--- src/rtl/seek_pkg.sv ---
package seek_pkg;
  typedef enum logic [1:0] {
    SK_IDLE   = 2'd0,
    SK_TRAIN  = 2'd1,
    SK_SETTLE = 2'd2
  } seek_st_e;
endpackage

--- src/rtl/seek_step_sync.sv ---
module seek_step_sync #(
  parameter int STAGES = 2
) (
  input  logic clk,
  input  logic rst_n,
  input  logic step_i,
  input  logic dir_i,
  output logic rise_o,
  output logic dir_o
);
  logic [STAGES:0]   step_sh;
  logic [STAGES-1:0] dir_sh;

  always_ff @(posedge clk or negedge rst_n) begin
    if (!rst_n) begin
      step_sh <= '0;
      dir_sh  <= '0;
    end else begin
      step_sh <= {step_sh[STAGES-1:0], step_i};
      dir_sh  <= {dir_sh[STAGES-2:0], dir_i};
    end
  end

  // leading edge seen after the synchronizer depth
  assign rise_o = step_sh[STAGES-1] & ~step_sh[STAGES];
  assign dir_o  = dir_sh[STAGES-1];
endmodule

--- src/rtl/seek_target.sv ---
module seek_target #(
  parameter int CYL_W   = 10,
  parameter int MAX_CYL = 1023
) (
  input  logic             clk,
  input  logic             rst_n,
  input  logic             accept_i,
  input  logic             dir_i,
  input  logic             commit_i,
  output logic [CYL_W-1:0] tgt_o,
  output logic             recal_o
);
  localparam logic [CYL_W-1:0] TOP = CYL_W'(MAX_CYL);

  logic [CYL_W-1:0] tgt_q, tgt_d;
  logic             recal_q, recal_d;

  always_comb begin
    tgt_d   = tgt_q;
    recal_d = recal_q;
    if (commit_i) begin
      recal_d = 1'b0;
      if (recal_q) tgt_d = '0;
    end else if (accept_i) begin
      if (dir_i) begin
        if (tgt_q != TOP) tgt_d = tgt_q + CYL_W'(1);
      end else if (tgt_q == '0) begin
        recal_d = 1'b1;
      end else begin
        tgt_d = tgt_q - CYL_W'(1);
      end
    end
  end

  always_ff @(posedge clk or negedge rst_n) begin
    if (!rst_n) begin
      tgt_q   <= '0;
      recal_q <= 1'b1;
    end else begin
      tgt_q   <= tgt_d;
      recal_q <= recal_d;
    end
  end

  assign tgt_o   = tgt_q;
  assign recal_o = recal_q;

  assert_clamp_top_R6: assert property (@(posedge clk) disable iff (!rst_n)
    (accept_i && !commit_i && dir_i && tgt_q == TOP) |=> (tgt_o == TOP));

  assert_under_zero_recal_R7: assert property (@(posedge clk) disable iff (!rst_n)
    (accept_i && !commit_i && !dir_i && tgt_q == '0) |=> (recal_o && tgt_o == '0));

  assert_step_moves_one_R3: assert property (@(posedge clk) disable iff (!rst_n)
    (accept_i && !commit_i && dir_i && tgt_q != TOP) |=> (tgt_o == $past(tgt_q) + CYL_W'(1)));
endmodule

--- src/rtl/seek_window.sv ---
module seek_window #(
  parameter int WINDOW_CYC  = 40000,
  parameter int MIN_GAP_CYC = 400
) (
  input  logic clk,
  input  logic rst_n,
  input  logic accept_i,
  input  logic first_i,
  input  logic train_i,
  output logic close_o,
  output logic rate_ok_o
);
  localparam int CW = $clog2(WINDOW_CYC + 1);
  localparam logic [CW-1:0] LAST    = CW'(WINDOW_CYC - 1);
  localparam logic [CW-1:0] GAP_LIM = CW'(MIN_GAP_CYC - 1);

  logic [CW-1:0] cnt_q, cnt_d;
  logic          rate_q, rate_d;

  always_comb begin
    cnt_d  = cnt_q;
    rate_d = rate_q;
    if (accept_i)                       cnt_d = '0;
    else if (train_i && cnt_q != LAST)  cnt_d = cnt_q + CW'(1);
    if (first_i)                        rate_d = 1'b1;
    else if (accept_i && cnt_q < GAP_LIM) rate_d = 1'b0;
  end

  always_ff @(posedge clk or negedge rst_n) begin
    if (!rst_n) begin
      cnt_q  <= '0;
      rate_q <= 1'b1;
    end else begin
      cnt_q  <= cnt_d;
      rate_q <= rate_d;
    end
  end

  assign close_o   = train_i && !accept_i && (cnt_q == LAST);
  assign rate_ok_o = rate_q;

  assert_first_sets_rate_R9: assert property (@(posedge clk) disable iff (!rst_n)
    first_i |=> rate_ok_o);
endmodule

--- src/rtl/seek_step_ctrl.sv ---
module seek_step_ctrl #(
  parameter int CYL_W       = 10,
  parameter int MAX_CYL     = 1023,
  parameter int SYNC_STAGES = 2,
  parameter int WINDOW_CYC  = 40000,
  parameter int MIN_GAP_CYC = 400
) (
  input  logic             clk,
  input  logic             rst_n,
  input  logic             step_i,
  input  logic             dir_in_i,
  input  logic             drive_sel_i,
  input  logic             on_track_i,
  output logic             move_req_o,
  output logic             move_final_o,
  output logic             move_recal_o,
  output logic [CYL_W-1:0] move_cyl_o,
  output logic             seek_done_o,
  output logic             track0_o,
  output logic             step_rate_ok_o
);
  import seek_pkg::*;

  logic [1:0] rst_sh;
  logic       rst_int;

  always_ff @(posedge clk or negedge rst_n) begin
    if (!rst_n) rst_sh <= '0;
    else        rst_sh <= {rst_sh[0], 1'b1};
  end
  assign rst_int = rst_sh[1];

  logic rise, dir_s, accept, first, commit, close, rate_ok, recal;
  logic [CYL_W-1:0] tgt;
  seek_st_e st_q, st_d;

  seek_step_sync #(.STAGES(SYNC_STAGES)) u_sync (
    .clk(clk), .rst_n(rst_int), .step_i(step_i), .dir_i(dir_in_i),
    .rise_o(rise), .dir_o(dir_s)
  );

  assign accept = rise && drive_sel_i && (st_q != SK_SETTLE);
  assign first  = accept && (st_q == SK_IDLE);
  assign commit = (st_q == SK_SETTLE) && on_track_i;

  seek_target #(.CYL_W(CYL_W), .MAX_CYL(MAX_CYL)) u_target (
    .clk(clk), .rst_n(rst_int), .accept_i(accept), .dir_i(dir_s),
    .commit_i(commit), .tgt_o(tgt), .recal_o(recal)
  );

  seek_window #(.WINDOW_CYC(WINDOW_CYC), .MIN_GAP_CYC(MIN_GAP_CYC)) u_window (
    .clk(clk), .rst_n(rst_int), .accept_i(accept), .first_i(first),
    .train_i(st_q == SK_TRAIN), .close_o(close), .rate_ok_o(rate_ok)
  );

  always_comb begin
    st_d = st_q;
    unique case (st_q)
      SK_IDLE:   if (accept)     st_d = SK_TRAIN;
      SK_TRAIN:  if (close)      st_d = SK_SETTLE;
      SK_SETTLE: if (on_track_i) st_d = SK_IDLE;
      default:                   st_d = SK_SETTLE;
    endcase
  end

  // reset lands in settle with a recalibrate pending: power-on recal
  always_ff @(posedge clk or negedge rst_int) begin
    if (!rst_int) st_q <= SK_SETTLE;
    else          st_q <= st_d;
  end

  assign move_req_o     = (st_q != SK_IDLE);
  assign move_final_o   = (st_q == SK_SETTLE);
  assign move_recal_o   = recal;
  assign move_cyl_o     = tgt;
  assign seek_done_o    = drive_sel_i && (st_q == SK_IDLE);
  assign track0_o       = drive_sel_i && (st_q == SK_IDLE) && (tgt == '0);
  assign step_rate_ok_o = drive_sel_i && rate_ok;

  assert_step_drops_done_R2: assert property (@(posedge clk) disable iff (!rst_int)
    (st_q == SK_IDLE && rise && drive_sel_i) |=> !move_final_o && move_req_o && !seek_done_o);

  assert_done_needs_ack_R8: assert property (@(posedge clk) disable iff (!rst_int)
    $rose(st_q == SK_IDLE) |-> $past(on_track_i) && $past(move_final_o));

  assert_final_target_steady_R11: assert property (@(posedge clk) disable iff (!rst_int)
    (move_final_o && $past(move_final_o)) |-> $stable(move_cyl_o) && $stable(move_recal_o));

  assert_deselect_quiet_R10: assert property (@(posedge clk) disable iff (!rst_int)
    !drive_sel_i |-> !seek_done_o && !track0_o && !step_rate_ok_o);

  assert_idle_track0_R8: assert property (@(posedge clk) disable iff (!rst_int)
    track0_o |-> (move_cyl_o == '0) && !move_req_o);
endmodule

--- config.mk ---
export PLATFORM = sky130hd
export DESIGN_NAME = seek_step_ctrl
export DESIGN_NICKNAME = d
export VERILOG_FILES = /design/src/rtl/seek_pkg.sv /design/src/rtl/seek_step_sync.sv /design/src/rtl/seek_target.sv /design/src/rtl/seek_window.sv /design/src/rtl/seek_step_ctrl.sv
export SDC_FILE = /design/constraint.sdc
export NUM_CORES = 1
export LEC_CHECK = 0
export CAP_MARGIN = 10
export CORE_MARGIN = 10
export CORE_UTILIZATION = 55
export DETAILED_ROUTE_END_ITERATION = 16
export PLACE_DENSITY = 0.78
export SLEW_MARGIN = 40
export SYNTH_ARGS = -nofsm -noshare
export SYNTH_HDL_FRONTEND = slang
export SYNTH_SLANG_ARGS = --single-unit
--- constraint.sdc ---
create_clock -name clk -period 1.5 [get_ports clk]
set_clock_uncertainty 0.1 [all_clocks]
set_input_delay 0.225 -clock clk [delete_from_list [all_inputs] [get_ports clk]]
set_output_delay 0.225 -clock clk [all_outputs]
set_load 0.05 [all_outputs]
==> reports/results.tsv, run 1 <==
metric	value	unit
main_synth_ff_type	dfrtp_1	
fp.dieW	81.3	um
synth_nets	222	
synth_compound_area_frac	0.120	
synthDistinctLibCells	50	
clock-sinks	37	
row_count	22	
synth_top_family_by_area	simple AND/OR/NAND/NOR gates	
h_tree_depth	2	
outcome	aborted with a tool error	
synth_common_cells	dfrtp_1, nor2_1, nand2_1	
ys_seq_area_frac	0.449	
synth_mux_area_frac	0.00544	
tool.error	[ERROR DPL-0033] detailed placement checks failed during check placement.	
cts_post_setup_buffers_inserted	19	
number_of_enable_type_register_cells_in_the_synthesized_netlist	0	
finalWeightedCongestion	0.934	
synth_most_common_cell	dfrtp_1	
mean_area_per_synthesized_cell	10.0	um2
yosys.area.top_type_share	0.411	
async_set_or_reset_flop_fraction_in_the_synthesized_netlist	1.00	
last-stage-reached	clock tree synthesis	
post_synth_xor_area_fraction	0.0889	
synth_adder_area_share	0.0641	
cts-buffers-inserted	5	
cts_max_path_buffers	2	
ys_warn_count	0	
die_height	81.3	um
cts-root-buf	clkbuf_8	
synth.largest_area_cell	dfrtp_1	
number_of_gates_resized_after_cts	54	
numPlacedInstances	339	
cts.hold.buffers_added	1	
synth-seq-cells	37	
placement.io_buffers	21	
floorplan.io_pins	22	
place.detailed.hpwl	4660	um
post_synth_instance_area	0.00207	mm2
initial_utilization	0.565	
post_synthesis_share_of_cell_area_spent_on_and_or_nand_and_nor_gates	0.250	
netlist_top_cells_area	dfrtp_1, ha_1, nor2_1	
cells_after_synthesis	206	
[per-stage QoR]
stage                util  setup TNS, ns  setup slack [ns]  hold slack, ns  area, um2
global placement    0.846         -11.53            -0.538          0.0947       3100
detailed placement  0.846         -13.52            -0.627           0.114       3100
floorplan               -          -9.68            -0.593          -0.171       2170
[kinds of logic after synthesis]
logic type,count (synthesis)
AND/OR/NAND/NOR,91
flip-flops,37
AO/OA/AOI/OAI,34
XOR/XNOR,21
buffers and inverters,11
adder cells (fa/ha/maj),10
other,1
multiplexers,1
==> inputs of run 2 (changes only) <==
- CORE_UTILIZATION: 55 -> 40
- PLACE_DENSITY: 0.78 -> default
- PLACE_DENSITY_LB_ADDON: default -> 0.15
==> reports/results.tsv, run 2 <==
metric	value	unit	change
setup_repair_after_global_routing_missed_its_margin	yes		
achievable-frequency	474	MHz	
setup.worst_path.end_class	flop		
netlist_top_cells_area	dfrtp_1, ha_1, nor2_1		
cts_max_path_buffers	2		unchanged
drive_above_1_share	0.612		
layout_net_count	350		
timing.final.setup_violations	35		
number_of_enable_type_register_cells_in_the_synthesized_netlist	0		unchanged
critical_path_buf_inv_count	1		
yosys.area.top_type_share	0.411		unchanged
place.detailed.hpwl	4140	um	-11%
worst_ep_arrival_time	2.21	ns	
cell_area_after_layout	0.00384	mm2	
regMostFlops	u_window.cnt_q		
slowest_delay	0.42	ns	
cts-root-buf	clkbuf_8		
regToRegSetupSlack	-0.61	ns	
h_tree_depth	2		unchanged
largest_register_ff_count	16		
mean_area_per_synthesized_cell	10.0	um2	unchanged
timing.final.crit_period	2.11	ns	
critical_path.top_delay_family	compound AO/OA/AOI/OAI gates		
wl_met1	3060	um	
worstSetupPathType	reg -> reg		
reg2reg_depth	8		
timing.critical_path.slowest_stage_cell	dfrtp_1		
overflow	0		
die_height	91.9	um	+13%
grt_pass1_vias	2094		
synth_common_cells	dfrtp_1, nor2_1, nand2_1		
cts.clk_slew.worst_paths	0.09	ns	
count_of_final_max_slew_check_failures	0		
ys_warn_count	0		unchanged
violated_checks	negative setup slack		
main_synth_ff_type	dfrtp_1		
most-common-layout-cells	buf_4, buf_6, dfrtp_1		
period_share	1.41		
globalRouteTotalUtil	0.146		
die_footprint	0.00845	mm2	
worstPathRequired	1.59	ns	
async_set_or_reset_flop_fraction_in_the_synthesized_netlist	1.00		unchanged
p_per_cell_area	1840	mW/mm2	
startpoint_type_of_the_worst_setup_path	flop		
crit_fanout	6		
num_antenna_cells	0		
timing_hold_violations_final	0		
routed-wl-met2	3350	um	
power.leakage	0.00170	uW	
synthDistinctLibCells	50		unchanged
drv_cap	0		
topRoutingLayerUsed	met4		
avgViaCountPerCell	5.08		
grt_max_degree	26		
post-route-util	0.757		
initialDrtViolationCount	86		
n_fill_cell	326		
irDropWorstVdd	1.61	mV	
outcome	finished with violations		
final_common_cell	buf_4		
cts-buffers-inserted	5		unchanged
via_count	2056		
wl_met3	244	um	
design_power_total	7070	uW	
first_pass_iters	4		
worstPathCellList	inv_4, ha_4, a211oi_4, nor2_2, o21a_1, o41a_1, xnor2_1, a22o_1		
number_of_antenna_violations_at_the_first_check_in_global_routing	0		
clock_insertion_delay_worst_skew	0.30	ns	
finalWorstSetupSlack	-0.612	ns	
clock-sinks	37		unchanged
post_synth_instance_area	0.00207	mm2	unchanged
worstHoldPathType	reg -> async		
cts_tree	yes		
dp_worst_setup_slack	-0.620	ns	+0.00671 ns
finalWeightedCongestion	0.857		-8.3%
avgRoutedWirePerCell	16.5	um	
row_count	26		+18%
synth-seq-cells	37		unchanged
initial_utilization	0.408		-0.157
ys_seq_area_frac	0.449		unchanged
placement.io_buffers	21		unchanged
timing.rr.end	u_target.tgt_o[7]$_DFFE_PN0P_		
regArea	941	um2	
fp.dieW	91.9	um	+13%
synth.largest_area_cell	dfrtp_1		
timing.rr.start	u_sync.dir_sh[1]$_DFF_PN0_		
synth_most_common_cell	dfrtp_1		
floorplan.io_pins	22		unchanged
wire_length_of_the_first_global_routing_pass	10200	um	
cells_after_synthesis	206		unchanged
drc	0		
areaGrowthSynthToFinish	85.7	%	
dpl_cell_area	0.00317	mm2	+2.3%
synth_nets	222		unchanged
postRouteWirelength	6690	um	
antenna_violating_nets_post_route	0		
multi_input_area	0.00145	mm2	
core	0.00507	mm2	
-- run 2: cell counts after synthesis --
Identical to the previous run, type by type.
-- run 2: repair_timing --
item	4_1_cts	5_1_grt
endpoints found under the hold margin	2	0
endpoints found under the setup margin	34	37
pin swaps	41	44
hold buffers	1	0
buffers inserted	16	21
gates resized for setup	40	48
-- run 2: cells by family after synthesis --
| kind of cell | Yosys count | synth area share |
|---|---|---|
| AO/OA/AOI/OAI | 34 | 0.120 |
| XOR/XNOR | 21 | 0.0889 |
| adder cells (fa/ha/maj) | 10 | 0.0641 |
| buffers and inverters | 11 | 0.0206 |
| flip-flops | 37 | 0.449 |
| multiplexers | 1 | 0.00544 |
| other | 1 | 0.00181 |
| AND/OR/NAND/NOR | 91 | 0.250 |
-- run 2: report_power, final --
part	internal [uW]	leakage (uW)	switching, uW
clock network	326	0.0000364	411
registers	1250	0.000460	302
logic	2570	0.00120	2210
-- run 2: layer usage --
| metal | global-route usage | vias to the layer above |
|---|---|---|
| met5 | 0 | - |
| met2 | 0.238 | 36 |
| met3 | 0.0407 | 4 |
| met1 | 0.186 | 1021 |
| li1 | - | 995 |
| met4 | 0.0386 | 0 |
-- run 2: layout make-up --
| class | instances | area share |
|---|---|---|
| Clock buffer | 5 | 0.0179 |
| Sequential cell | 37 | 0.245 |
| Multi-Input combinational cell | 158 | 0.376 |
| Clock inverter | 3 | 0.00586 |
| Timing Repair Buffer | 125 | 0.325 |
| Inverter | 7 | 0.00814 |
| Tap cell | 70 | 0.0228 |
-- run 2: worst max path at each step --
stage | endpoint | slack [ns] | startpoint | depth (start not counted)
after CTS | u_target.tgt_o[7]$_DFFE_PN0P_ | -0.61 | u_sync.dir_sh[1]$_DFF_PN0_ | 8
after floorplan | u_target.tgt_o[7]$_DFFE_PN0P_ | -0.59 | u_target.tgt_o[1]$_DFFE_PN0P_ | 7
after global placement | u_target.tgt_o[7]$_DFFE_PN0P_ | -0.55 | u_sync.dir_sh[1]$_DFF_PN0_ | 8
after global routing | u_target.tgt_o[7]$_DFFE_PN0P_ | -0.68 | u_sync.dir_sh[1]$_DFF_PN0_ | 8
after detailed placement | u_target.tgt_o[7]$_DFFE_PN0P_ | -0.62 | u_sync.dir_sh[1]$_DFF_PN0_ | 8
final | u_target.tgt_o[7]$_DFFE_PN0P_ | -0.61 | u_sync.dir_sh[1]$_DFF_PN0_ | 8
-- run 2: metrics by stage --
| stage | cells | TNS [ns] | hold slack [ns] |
|---|---|---|---|
| 2_1_floorplan | 206 | -9.68 | -0.171 |
| 3_3_place_gp | 367 | -12.20 | 0.0849 |
| 6_report | 405 | -12.99 | 0.0824 |
| 3_5_place_dp | 367 | -12.89 | 0.0915 |
| 5_1_grt | 405 | -15.69 | 0.117 |
| 4_1_cts | 388 | -11.85 | 0.0939 |
(Power assumes the default switching activity.)
==> inputs of run 3 (changes only) <==
- GPL_ROUTABILITY_DRIVEN: default -> 0
- clock period: 1.5 -> 2.1 ns (I/O delays scaled with it)
==> reports/results.tsv, run 3 (synthesis results as in run 2) <==
metric	value	unit	change
cts.hold.buffers_added	0		-1
core	0.00507	mm2	unchanged
die_height	91.9	um	unchanged
cts_max_path_buffers	2		unchanged
drv_cap	0		unchanged
die_footprint	0.00845	mm2	unchanged
slew_headroom	0.648		
num_antenna_cells	0		unchanged
irDropWorstVdd	0.580	mV	-64%
outcome	complete, no violations		
h_tree_depth	2		unchanged
regToRegSetupSlack	0.04	ns	+0.65 ns
period_share	0.986		
timing.rr.end	u_target.tgt_o[9]$_DFFE_PN0P_		
crit_fanout	5		-1
largest_register_ff_count	16		unchanged
initialDrtViolationCount	58		-33%
most-common-layout-cells	nor2_1, buf_4, dfrtp_1		
timing.rr.start	u_target.tgt_o[4]$_DFFE_PN0P_		
cts-root-buf	clkbuf_8		
finalWorstSetupSlack	0.0304	ns	+0.642 ns
final_common_cell	nor2_1		
first_pass_iters	4		unchanged
timing_hold_violations_final	0		unchanged
drive_above_1_share	0.300		-0.312
row_count	26		unchanged
layout_net_count	272		-22%
post-route-util	0.557		-0.200
regMostFlops	u_window.cnt_q		
overflow	0		unchanged
tightest_slew	0.527	ns	
grt_max_degree	36		+38%
setup.worst_path.end_class	output port		
reg2reg_depth	7		-1
placement.io_buffers	21		unchanged
cts_tree	yes		
areaGrowthSynthToFinish	36.6	%	
cts-buffers-inserted	5		unchanged
fp.dieW	91.9	um	unchanged
clock_insertion_delay_worst_skew	0.28	ns	-0.02 ns
n_fill_cell	456		+40%
drc	0		unchanged
timing.final.crit_period	2.07	ns	
timing.final.setup_violations	0		-100%
globalRouteTotalUtil	0.119		-0.0275
setup_repair_after_global_routing_missed_its_margin	yes		
fin_cells	327		-19%
achievable-frequency	483	MHz	
avgViaCountPerCell	5.08		about the same
worstHoldPathType	in -> async		
number_of_antenna_violations_at_the_first_check_in_global_routing	0		unchanged
wire_length_of_the_first_global_routing_pass	8380	um	-18%
worstPathRequired	1.68	ns	+0.09 ns
antenna_violating_nets_post_route	0		unchanged
power.leakage	0.00126	uW	-26%
avgRoutedWirePerCell	14.6	um	-11%
grt_pass1_vias	1716		-18%
cts.clk_slew.worst_paths	0.07	ns	-0.02 ns
dp_worst_setup_slack	-0.0661	ns	+0.554 ns
floorplan.io_pins	22		unchanged
worst_ep_arrival_time	1.65	ns	-0.56 ns
clock-sinks	37		unchanged
p_per_cell_area	1320	mW/mm2	-28%
count_of_final_max_slew_check_failures	0		unchanged
startpoint_type_of_the_worst_setup_path	flop		
worstSetupPathType	reg -> out		
initial_utilization	0.408		unchanged
numPlacedInstances	318		-13%
via_count	1661		-19%
place.detailed.hpwl	3590	um	-13%
postRouteWirelength	4780	um	-29%
[run 3: critical path: stages, from the launching register on]
cell and delay (ns):
dfrtp_2 0.47, nor4_4 0.31, nand3_1 0.14, buf_4 0.16, nor3_4 0.14, buf_12 0.16
[run 3: worst max path at each step]
stage | startpoint | end | slack, ns | cells past startpoint
2_1_floorplan | u_target.tgt_o[1]$_DFFE_PN0P_ | u_target.tgt_o[7]$_DFFE_PN0P_ | 0.007 | 7
3_3_place_gp | drive_sel_i | u_target.tgt_o[3]$_DFFE_PN0P_ | -0.03 | 7
3_5_place_dp | on_track_i | u_target.tgt_o[1]$_DFFE_PN0P_ | -0.07 | 7
4_1_cts | u_sync.dir_sh[1]$_DFF_PN0_ | u_target.tgt_o[7]$_DFFE_PN0P_ | 0.001 | 8
5_1_grt | u_target.tgt_o[4]$_DFFE_PN0P_ | u_target.tgt_o[9]$_DFFE_PN0P_ | -0.06 | 7
6_report | u_target.tgt_o[1]$_DFFE_PN0P_ | track0_o | 0.03 | 5
[run 3: metal layers]
metal	share of wire	global-route usage
met5	0	0
met4	0.0063	0.0386
met3	0.036	0.0342
met2	0.48	0.191
met1	0.47	0.150
[run 3: report_power, final]
group | internal (uW) | switching, uW
logic | 853 | 1100
registers | 891 | 240
clock network | 387 | 247
[run 3: area by class of cell]
type	instances	area [um2]	area share
multi-input combinational	158	1210	0.430
sequential	37	938	0.332
timing repair buffer	47	442	0.156
tap	70	87.6	0.0310
clock buffer	7	86.3	0.0305
clock inverter	1	30.0	0.0106
inverter	7	28.8	0.0102
[run 3: per-stage QoR]
step / total power, uW / hold slack [ns] / TNS [ns] / area (um2)
floorplan: 2340 / -0.0806 / 0 / 2120
detailed placement: 2980 / 0.189 / -0.189 / 2610
finish: 3720 / 0.0864 / 0 / 2830
CTS: 3690 / 0.0785 / 0 / 2760
global placement: 2980 / 0.196 / -0.101 / 2610
global route: 3970 / 0.0670 / -0.223 / 2830
[run 3: timing repair]
action | CTS | global route
endpoints found under the hold margin | 0 | 0
endpoints found under the setup margin | 7 | 13
setup buffers | 0 | 2
pin swaps | 1 | 8
resized for setup | 5 | 16
==> inputs of run 4 (changes only) <==
- PLACE_DENSITY_LB_ADDON: 0.15 -> default
==> reports/results.tsv, run 4 (synthesis results as in run 2) <==
metric	value	unit	change
setup_repair_after_global_routing_missed_its_margin	yes		
number_of_antenna_violations_at_the_first_check_in_global_routing	0		unchanged
avgRoutedWirePerCell	14.5	um	-1.1%
antenna_violating_nets_post_route	0		unchanged
worstPathRequired	2.18	ns	+0.50 ns
clock_insertion_delay_worst_skew	0.28	ns	about the same
grt_pass1_vias	1726		+0.58%
worstSetupPathType	reg -> reg		
fp.dieW	91.9	um	unchanged
design_power_total	3790	uW	+1.9%
tns	-0.0170	ns	-0.0170 ns
wire_length_of_the_first_global_routing_pass	8160	um	-2.6%
share_clk_of_total_power	0.143		-0.028
cts_max_path_buffers	2		unchanged
tightest_slew	0.509	ns	-0.0179 ns
cts_tree	yes		
row_count	26		unchanged
core	0.00507	mm2	unchanged
groute.layer.met2.usage	0.169		-0.0218
drc	0		unchanged
placement.io_buffers	21		unchanged
worst_ep_arrival_time	2.20	ns	+0.55 ns
worstHoldPathType	in -> async		
timing.final.crit_period	2.12	ns	+0.0474 ns
crit_fanout	3		-2
die_footprint	0.00845	mm2	unchanged
pwr-share-seq	0.284		-0.020
switchingPower	1640	uW	+3.4%
layout_net_count	273		+0.37%
clock-sinks	37		unchanged
slowest_delay	0.41	ns	-0.06 ns
cts-buffers-inserted	5		unchanged
irDropWorstVdd	0.582	mV	+0.28%
final.hold.worst_slack	0.0857	ns	-0.000684 ns
drive_above_1_share	0.314		+0.0143
postRouteWirelength	4740	um	-0.82%
die_height	91.9	um	unchanged
finalWorstSetupSlack	-0.0170	ns	-0.0474 ns
initial_utilization	0.408		unchanged
via_count	1715		+3.3%
startpoint_type_of_the_worst_setup_path	flop		
global_route.peak_usage_layer	met2		
areaGrowthSynthToFinish	37.2	%	
fin_cells	328		+0.31%
place.detailed.hpwl	3550	um	-0.86%
cts.clk_slew.worst_paths	0.07	ns	about the same
regMostFlops	u_window.cnt_q		
floorplan.io_pins	22		unchanged
num_antenna_cells	0		unchanged
first_pass_iters	4		unchanged
cts-root-buf	clkbuf_8		
violated_checks	negative setup slack		
numPlacedInstances	318		unchanged
count_of_final_max_slew_check_failures	0		unchanged
initialDrtViolationCount	95		+64%
overflow	0		unchanged
p_comb_frac	0.573		+0.048
post-route-util	0.560		+0.00247
achievable-frequency	472	MHz	-2.2%
power.leakage	0.00123	uW	-2.4%
setup.worst_path.end_class	flop		
drv_cap	0		unchanged
n_fill_cell	465		+2.0%
h_tree_depth	2		unchanged
outcome	finished with violations		
grt_max_degree	20		-44%
most-common-layout-cells	nor2_1, buf_4, dfrtp_1		
globalRouteTotalUtil	0.116		-0.00294
timing.final.setup_violations	1		+1
avgViaCountPerCell	5.23		+2.9%
worstPathCellList	buf_4, ha_4, a211oi_4, nor2_2, o21a_1, o41a_1, xnor2_1, a22o_1		
largest_register_ff_count	16		unchanged
power.switching_fraction	0.433		+0.00621
timing_hold_violations_final	0		unchanged
use_met3	0.0302		-0.00407
grt.met1_usage	0.162		+0.0121
p_per_cell_area	1330	mW/mm2	+1.5%
slew_headroom	0.659		+0.0114
period_share	1.01		+0.0226
timing.critical_path.slowest_stage_cell	dfrtp_2		
internal_power	2150	uW	+0.80%
-- run 4: through the flow --
stage	setup slack [ns]	cell area, um2
6_report	-0.0170	2840
5_1_grt	-0.0964	2840
4_1_cts	0.000420	2770
3_5_place_dp	-0.0307	2610
3_3_place_gp	-0.0143	2610
2_1_floorplan	0.00706	2120
-- run 4: critical path, delay by kind of cell, from the launching register on --
kind                     cells  cell delay, ns
adder cells (fa/ha/maj)      1            0.24
flip-flops                   1            0.41
AND/OR/NAND/NOR              1            0.07
XOR/XNOR                     1            0.13
AO/OA/AOI/OAI                4            0.90
buffers and inverters        1            0.15
-- run 4: final timing paths --
check | from | endpoint | slack (ns) | cells past startpoint
worst max register to register | u_target.tgt_o[1]$_DFFE_PN0P_ | u_target.tgt_o[7]$_DFFE_PN0P_ | -0.02 | 8
min in group clk | rst_sh[0]$_DFF_PN0_ | rst_sh[1]$_DFF_PN0_ | 0.25 | 0
worst min-delay path | rst_n | rst_sh[0]$_DFF_PN0_ | 0.09 | 1
worst max-delay path | u_target.tgt_o[1]$_DFFE_PN0P_ | u_target.tgt_o[7]$_DFFE_PN0P_ | -0.02 | 8
worst min register to register | rst_sh[1]$_DFF_PN0_ | u_window.cnt_q[10]$_DFFE_PN0P_ | 0.11 | 1
max in group asynchronous | rst_sh[1]$_DFF_PN0_ | st_q[1]$_DFFE_PN1P_ | 1.51 | 1
-- run 4: cell type report --
cell class              count  area, um2  share of cell area
multi-input cells         158       1240               0.436
well taps                  70       87.6              0.0308
clock buffers               7       96.3              0.0339
flip-flops and latches     37        937               0.330
repair buffers             48        445               0.157
inverters                   7       31.3              0.0110
clock inverters             1       5.00             0.00176
-- run 4: power by group through the flow --
stage | logic [uW] | clock network [uW] | registers [uW]
3_5_place_dp | 1940 | 0 | 1070
3_3_place_gp | 1920 | 0 | 1070
5_1_grt | 2350 | 591 | 1100
2_1_floorplan | 949 | 0 | 1390
4_1_cts | 2050 | 557 | 1060
6_report | 2170 | 541 | 1080
-- run 4: per-layer routing --
| layer | share of wire | vias up |
|---|---|---|
| met5 | 0 | - |
| met3 | 0.050 | 10 |
| met1 | 0.50 | 821 |
| met2 | 0.44 | 43 |
| met4 | 0.015 | 0 |
| li1 | - | 841 |
-- run 4: what timing repair did --
item / 4_1_cts / 5_1_grt
hold buffers: 0 / 0
setup endpoints to repair: 4 / 13
pin swaps: 3 / 6
gates resized for setup: 9 / 14
setup buffers: 1 / 2
